--- src/rtl/ldalign_pkg.sv ---
package ldalign_pkg;
  typedef enum logic [1:0] {
    SZ_BYTE  = 2'd0,
    SZ_HALF  = 2'd1,
    SZ_WORD  = 2'd2,
    SZ_DWORD = 2'd3
  } ld_size_e;

  localparam int SIZE_W = 2;
endpackage

--- src/rtl/ldalign_mask.sv ---
module ldalign_mask #(
  parameter int DATA_W = 64,
  parameter int BYTE_W = 8,
  localparam int LANES = DATA_W / BYTE_W,
  localparam int SIZE_W = ldalign_pkg::SIZE_W
) (
  input  logic [SIZE_W-1:0] size_i,
  output logic [DATA_W-1:0] mask_o,
  output logic [DATA_W-1:0] top_o
);
  // One lane-enable per byte; width in bytes is 1 << size.
  always_comb begin
    mask_o = '0;
    for (int b = 0; b < LANES; b++) begin
      if (b < (1 << size_i)) mask_o[b*BYTE_W +: BYTE_W] = '1;
    end
    top_o = mask_o & ~(mask_o >> 1);
  end
endmodule

--- src/rtl/ldalign_le_path.sv ---
module ldalign_le_path #(
  parameter int DATA_W = 64,
  parameter int BYTE_W = 8,
  localparam int LANES = DATA_W / BYTE_W,
  localparam int OFFS_W = $clog2(LANES)
) (
  input  logic [DATA_W-1:0] word_i,
  input  logic [OFFS_W-1:0] offset_i,
  input  logic [DATA_W-1:0] mask_i,
  output logic [DATA_W-1:0] raw_o
);
  // Same lane placement for every width: only the mask depends on size.
  always_comb raw_o = (word_i >> (BYTE_W * int'(offset_i))) & mask_i;
endmodule

--- src/rtl/ldalign_be_path.sv ---
module ldalign_be_path #(
  parameter int DATA_W = 64,
  parameter int BYTE_W = 8,
  localparam int LANES = DATA_W / BYTE_W,
  localparam int OFFS_W = $clog2(LANES),
  localparam int NSIZES = OFFS_W + 1,
  localparam int SIZE_W = ldalign_pkg::SIZE_W
) (
  input  logic [DATA_W-1:0] word_i,
  input  logic [OFFS_W-1:0] offset_i,
  input  logic [SIZE_W-1:0] size_i,
  input  logic [DATA_W-1:0] mask_i,
  output logic [DATA_W-1:0] raw_o
);
  logic [DATA_W-1:0] rev;
  logic [DATA_W-1:0] shifted [NSIZES];

  // Lowest address ends up most significant.
  for (genvar g = 0; g < LANES; g++) begin : g_rev
    assign rev[(LANES-1-g)*BYTE_W +: BYTE_W] = word_i[g*BYTE_W +: BYTE_W];
  end

  // One copy per width, each with its own right shift.
  for (genvar s = 0; s < NSIZES; s++) begin : g_copy
    localparam int NBYTES = 1 << s;
    always_comb begin
      if (int'(offset_i) > LANES - NBYTES) shifted[s] = '0;
      else shifted[s] = rev >> (BYTE_W * (LANES - NBYTES - int'(offset_i)));
    end
  end

  always_comb raw_o = shifted[size_i] & mask_i;
endmodule

--- src/rtl/ldalign_extend.sv ---
module ldalign_extend #(
  parameter int DATA_W = 64
) (
  input  logic [DATA_W-1:0] raw_i,
  input  logic [DATA_W-1:0] mask_i,
  input  logic [DATA_W-1:0] top_i,
  input  logic              sext_i,
  output logic [DATA_W-1:0] ext_o
);
  logic sign;
  always_comb begin
    sign  = |(raw_i & top_i);
    ext_o = (raw_i & mask_i) | ((sext_i && sign) ? ~mask_i : '0);
  end
endmodule

--- src/rtl/load_aligner.sv ---
module load_aligner #(
  parameter int DATA_W = 64,
  parameter int BYTE_W = 8,
  parameter bit REG_OUT = 1'b1,
  localparam int LANES = DATA_W / BYTE_W,
  localparam int OFFS_W = $clog2(LANES),
  localparam int SIZE_W = ldalign_pkg::SIZE_W
) (
  input  logic              clk,
  input  logic              rst,
  input  logic [DATA_W-1:0] dword_i,
  input  logic [OFFS_W-1:0] offset_i,
  input  logic [SIZE_W-1:0] size_i,
  input  logic              sext_i,
  input  logic              big_endian_i,
  output logic [DATA_W-1:0] data_o,
  output logic              misalign_o
);
  logic [DATA_W-1:0] width_mask, top_bit, le_raw, be_raw, sel_raw, ext_val;
  logic [OFFS_W-1:0] align_bits;
  logic              misalign;
  logic [DATA_W-1:0] result;

  ldalign_mask #(.DATA_W(DATA_W), .BYTE_W(BYTE_W)) mask_i (
    .size_i(size_i), .mask_o(width_mask), .top_o(top_bit)
  );

  ldalign_le_path #(.DATA_W(DATA_W), .BYTE_W(BYTE_W)) le_i (
    .word_i(dword_i), .offset_i(offset_i), .mask_i(width_mask), .raw_o(le_raw)
  );

  ldalign_be_path #(.DATA_W(DATA_W), .BYTE_W(BYTE_W)) be_i (
    .word_i(dword_i), .offset_i(offset_i), .size_i(size_i),
    .mask_i(width_mask), .raw_o(be_raw)
  );

  always_comb sel_raw = big_endian_i ? be_raw : le_raw;

  ldalign_extend #(.DATA_W(DATA_W)) ext_i (
    .raw_i(sel_raw), .mask_i(width_mask), .top_i(top_bit),
    .sext_i(sext_i), .ext_o(ext_val)
  );

  always_comb begin
    align_bits = OFFS_W'((32'd1 << size_i) - 32'd1);
    misalign   = |(offset_i & align_bits);
    result     = misalign ? '0 : ext_val;
  end

  if (REG_OUT) begin : g_reg
    always_ff @(posedge clk) begin
      if (rst) begin
        data_o     <= '0;
        misalign_o <= 1'b0;
      end else begin
        data_o     <= result;
        misalign_o <= misalign;
      end
    end

    assert_err_zero_R7: assert property (@(posedge clk) disable iff (rst)
      misalign_o |-> (data_o == '0));
    assert_odd_offset_R7: assert property (@(posedge clk) disable iff (rst)
      (offset_i[0] && size_i != SIZE_W'(0)) |=> misalign_o);
    assert_zext_R5: assert property (@(posedge clk) disable iff (rst)
      (size_i == SIZE_W'(0) && !sext_i) |=> (data_o[DATA_W-1:BYTE_W] == '0));
    assert_sext_R6: assert property (@(posedge clk) disable iff (rst)
      (size_i == SIZE_W'(0) && sext_i) |=>
        (data_o[DATA_W-1:BYTE_W] == {(DATA_W-BYTE_W){data_o[BYTE_W-1]}}));
    assert_le_full_R1: assert property (@(posedge clk) disable iff (rst)
      (size_i == SIZE_W'(3) && offset_i == '0 && !big_endian_i) |=>
        (data_o == $past(dword_i)));
    assert_be_first_R2: assert property (@(posedge clk) disable iff (rst)
      (size_i == SIZE_W'(3) && offset_i == '0 && big_endian_i) |=>
        (data_o[BYTE_W-1:0] == $past(dword_i[DATA_W-1 -: BYTE_W])));
  end else begin : g_comb
    always_comb begin
      data_o     = result;
      misalign_o = misalign;
    end
  end
endmodule

--- config.mk ---
export PLATFORM = sky130hd
export DESIGN_NAME = load_aligner
export DESIGN_NICKNAME = d
export VERILOG_FILES = /design/src/rtl/ldalign_pkg.sv /design/src/rtl/ldalign_mask.sv /design/src/rtl/ldalign_le_path.sv /design/src/rtl/ldalign_be_path.sv /design/src/rtl/ldalign_extend.sv /design/src/rtl/load_aligner.sv
export SDC_FILE = /design/constraint.sdc
export NUM_CORES = 1
export LEC_CHECK = 0
export ABC_AREA = 1
export BUFFER_PORTS_ARGS = -buffer_cell sky130_fd_sc_hd__clkbuf_2
export CORE_MARGIN = 2
export CORE_UTILIZATION = 35
export DETAILED_ROUTE_END_ITERATION = 8
export PLACE_DENSITY_LB_ADDON = 0.1
export SLEW_MARGIN = 20
export SYNTH_ARGS = -nofsm -noshare
export SYNTH_HDL_FRONTEND = slang
export SYNTH_SLANG_ARGS = --single-unit
--- constraint.sdc ---
create_clock -name clk -period 3.6 [get_ports clk]
set_clock_uncertainty 0.15 [all_clocks]
set_input_delay 0.18 -clock clk [delete_from_list [all_inputs] [get_ports clk]]
set_output_delay 0.18 -clock clk [all_outputs]
set_load 0.05 [all_outputs]
==> results by group <==
Worst hold path
  – HP Class: input pin to flip-flop

CTS
  – Clock Tree Buf Depth: 2
  – Total CTS buffers: 9
  – CTS root buf: clkbuf_16
  – Clk slew on worst S/H paths: around 0.060 ns
  – H-tree depth: 3
  – CTS tree: yes
  – Post-CTS Setup Inserts: 0
  – Clk sinks: 65

Layout
  – Most frequent cells in the layout: nand2_1 (525), o21ai_0 (228), a21oi_1 (156), nand3_1 (136), clkbuf_2 (136)
  – Nets@finish: roughly 1900
  – Finished Cell Area: approximately 11000 sq um
  – Non-Filler Instances: 2131
  – Layout cells sized above 1: 0.140
  – ANT cells: 0
  – Commonest non-fill, non-tap cell in the layout: nand2_1
  – Fillers: between 2000 and 3000
  – Layout area overhead: 14.9%

Logic synthesis
  – Synth Warn #: 0
  – Syn avg cell area: 5.36 sq um
  – Synth top area cells: nand2_1 (21%), dfxtp_1 (14%), o21ai_0 (12%)
  – Post-synth top area share: 0.214
  – Post-Synthesis Cell Area: 9210 sq um
  – Post-synthesis cell type count: 51
  – Synthesis-stage register bit count: 65
  – Async set or reset register ratio after synthesis: 0
  – Syn nets: 1799
  – Post-Syn Instances: 1719
  – Dominant cell type by area after synthesis: nand2_1
  – Synth Flop Type: dfxtp_1
  – Part of the Yosys area used for sequential elements: 0.141
  – Number of synthesized flops with an enable pin: 0

Placement
  – Post-Place Cells: about 2100
  – Routability Congestion: 1.06
  – Port Buffer Count: 137
  – HPWL Detailed: 37100 um
  – Dpl cell area: 10200 sq um

Drt
  – DR vias: 13200
  – Vias per cell: 6.18
  – Average wire per standard cell: roughly 24 um
  – Final WL: 51600 um
  – Pre-antenna DRT Iters: 8
  – ANT nets after route: 0
  – Initial DRC count: 1663
  – DRC viols: 0

STA
  – Slew Limit Fails: 0
  – Setup TNS: 0 ns
  – Fin crit share: 0.843
  – Min Hold Slack: 0.180 ns
  – Unrepaired setup endpoints after global routing: no
  – Min cycle time layout: 3.03 ns
  – Setup violations, final: 0
  – Final hold violations: 0
  – Slew HR: 0.361
  – Fmax: 330 MHz
  – Worst-Margin Slew: around 0.95 ns

Floorplan
  – Top Ports: 138
  – Site Rows: 59
  – Die width: 166 um
  – Initial Util: 0.355
  – Die Span Y: approximately 170 um
  – Die area: 27600 sq um
  – Core Region: 25900 sq um

Global routing
  – First-pass GRT wire length: between 70000 and 80000 um
  – Total global routing overflow: 0
  – Initial antenna violation count: 0
  – Total Routing Usage GR: 0.363
  – Vias in the first global route: approximately 13000
  – Largest net degree at the start of global routing: ~140

Worst setup path
  – Critical Path RT: roughly 3.7 ns
  – WP data arrival: between 3 and 4 ns
  – Endpoint class of the critical path: flip-flop
  – CP startpoint kind: input pin
  – Worst Path Max Fanout: 34
  – CP Class: input pin to flip-flop

Power and ir drop
  – Static leakage: 4.67 nW
  – Tot Pwr: 3.27 mW
  – PwrDens: approximately 310 nW/um^2
  – VDD IR max: 0.228 mV

Outcome
  – Status: complete, no violations

Job
  – Max-cap viol count: 0
-- sequential cells by signal, indices dropped and copies added, names as in the netlist --
signal	cells
data_o	64
misalign_o	1
-- cell families (layout without fill, tap and decap cells) --
| group | count (synthesis) | in the layout | share of synthesized area |
|---|---|---|---|
| AOI/OAI and AO/OA | 562 | 562 | 0.353 |
| adders and majority gates | 7 | 7 | 0.00951 |
| buffers and inverters | 252 | 329 | 0.114 |
| DFF | 65 | 65 | 0.141 |
| and+or+nand+nor | 833 | 833 | 0.381 |
-- cells in the mapped netlist, types with 16 or more instances --
master      n
a21oi_1   156
buf_2      39
clkbuf_1   78
dfxtp_1    65
inv_1      95
nand2_1   526
nand3_1   136
nand4_1    16
nor2_1    112
nor3_1     20
o211ai_1   63
o21ai_0   228
o22ai_1    32
-- layer usage --
metal | part of all wire | up-vias | GRT usage | wire length, um
met5 | 0 | - | 0 | 0
met4 | 0.086 | 0 | 0.267 | 4450
met3 | 0.10 | 220 | 0.0679 | 5320
met2 | 0.43 | 885 | 0.559 | 22100
met1 | 0.38 | 5997 | 0.452 | 19700
li1 | - | 6076 | - | -
-- repair_timing --
action	in CTS	in global routing
endpoints found under the setup margin	0	0
gates resized for setup	0	0
hold buffers	1	0
endpoints found under the hold margin	1	0
-- stage by stage --
step           utilization  setup slack, ns
6_report             0.408            0.567
5_1_grt              0.408            0.549
4_1_cts              0.408            0.906
3_5_place_dp         0.395            0.574
3_3_place_gp         0.395            0.598
2_1_floorplan            -            0.297
-- layout make-up --
cell class                 instances  area [sq um]  share of cell area
clock buffer                       9           225              0.0213
clock inverter                     7           103             0.00970
inverter                         111           422              0.0399
multi-input combinational       1402          6870               0.649
sequential                        65          1300               0.123
tap                              335           419              0.0396
timing repair buffer             202          1240               0.117
-- worst max-delay path: stages --
cell,delay (ns)
clkbuf_2,0.10
buf_4,0.41
ha_1,0.24
ha_1,0.15
inv_1,0.04
nand2_1,0.10
inv_1,0.08
nand2_1,0.16
nor2_4,0.09
nand2_1,0.09
buf_4,0.25
nor2_1,0.06
nor3_1,0.64
o22ai_1,0.26
nand2_1,0.12
a21oi_1,0.06
-- worst paths after layout --
kind	from	endpoint	slack [ns]	cells after the start
setup / recovery	offset_i[1]	data_o[58]	0.57	16
hold / removal	sext_i	data_o[20]	0.18	3
-- power by group --
group | switching [mW] | internal (mW) | total, mW
clock | 0.332 | 0.613 | 0.945
combinational | 1.16 | 0.398 | 1.55
sequential | 0.0138 | 0.755 | 0.769
total | 1.50 | 1.77 | 3.27
(Power assumes the default switching activity.)
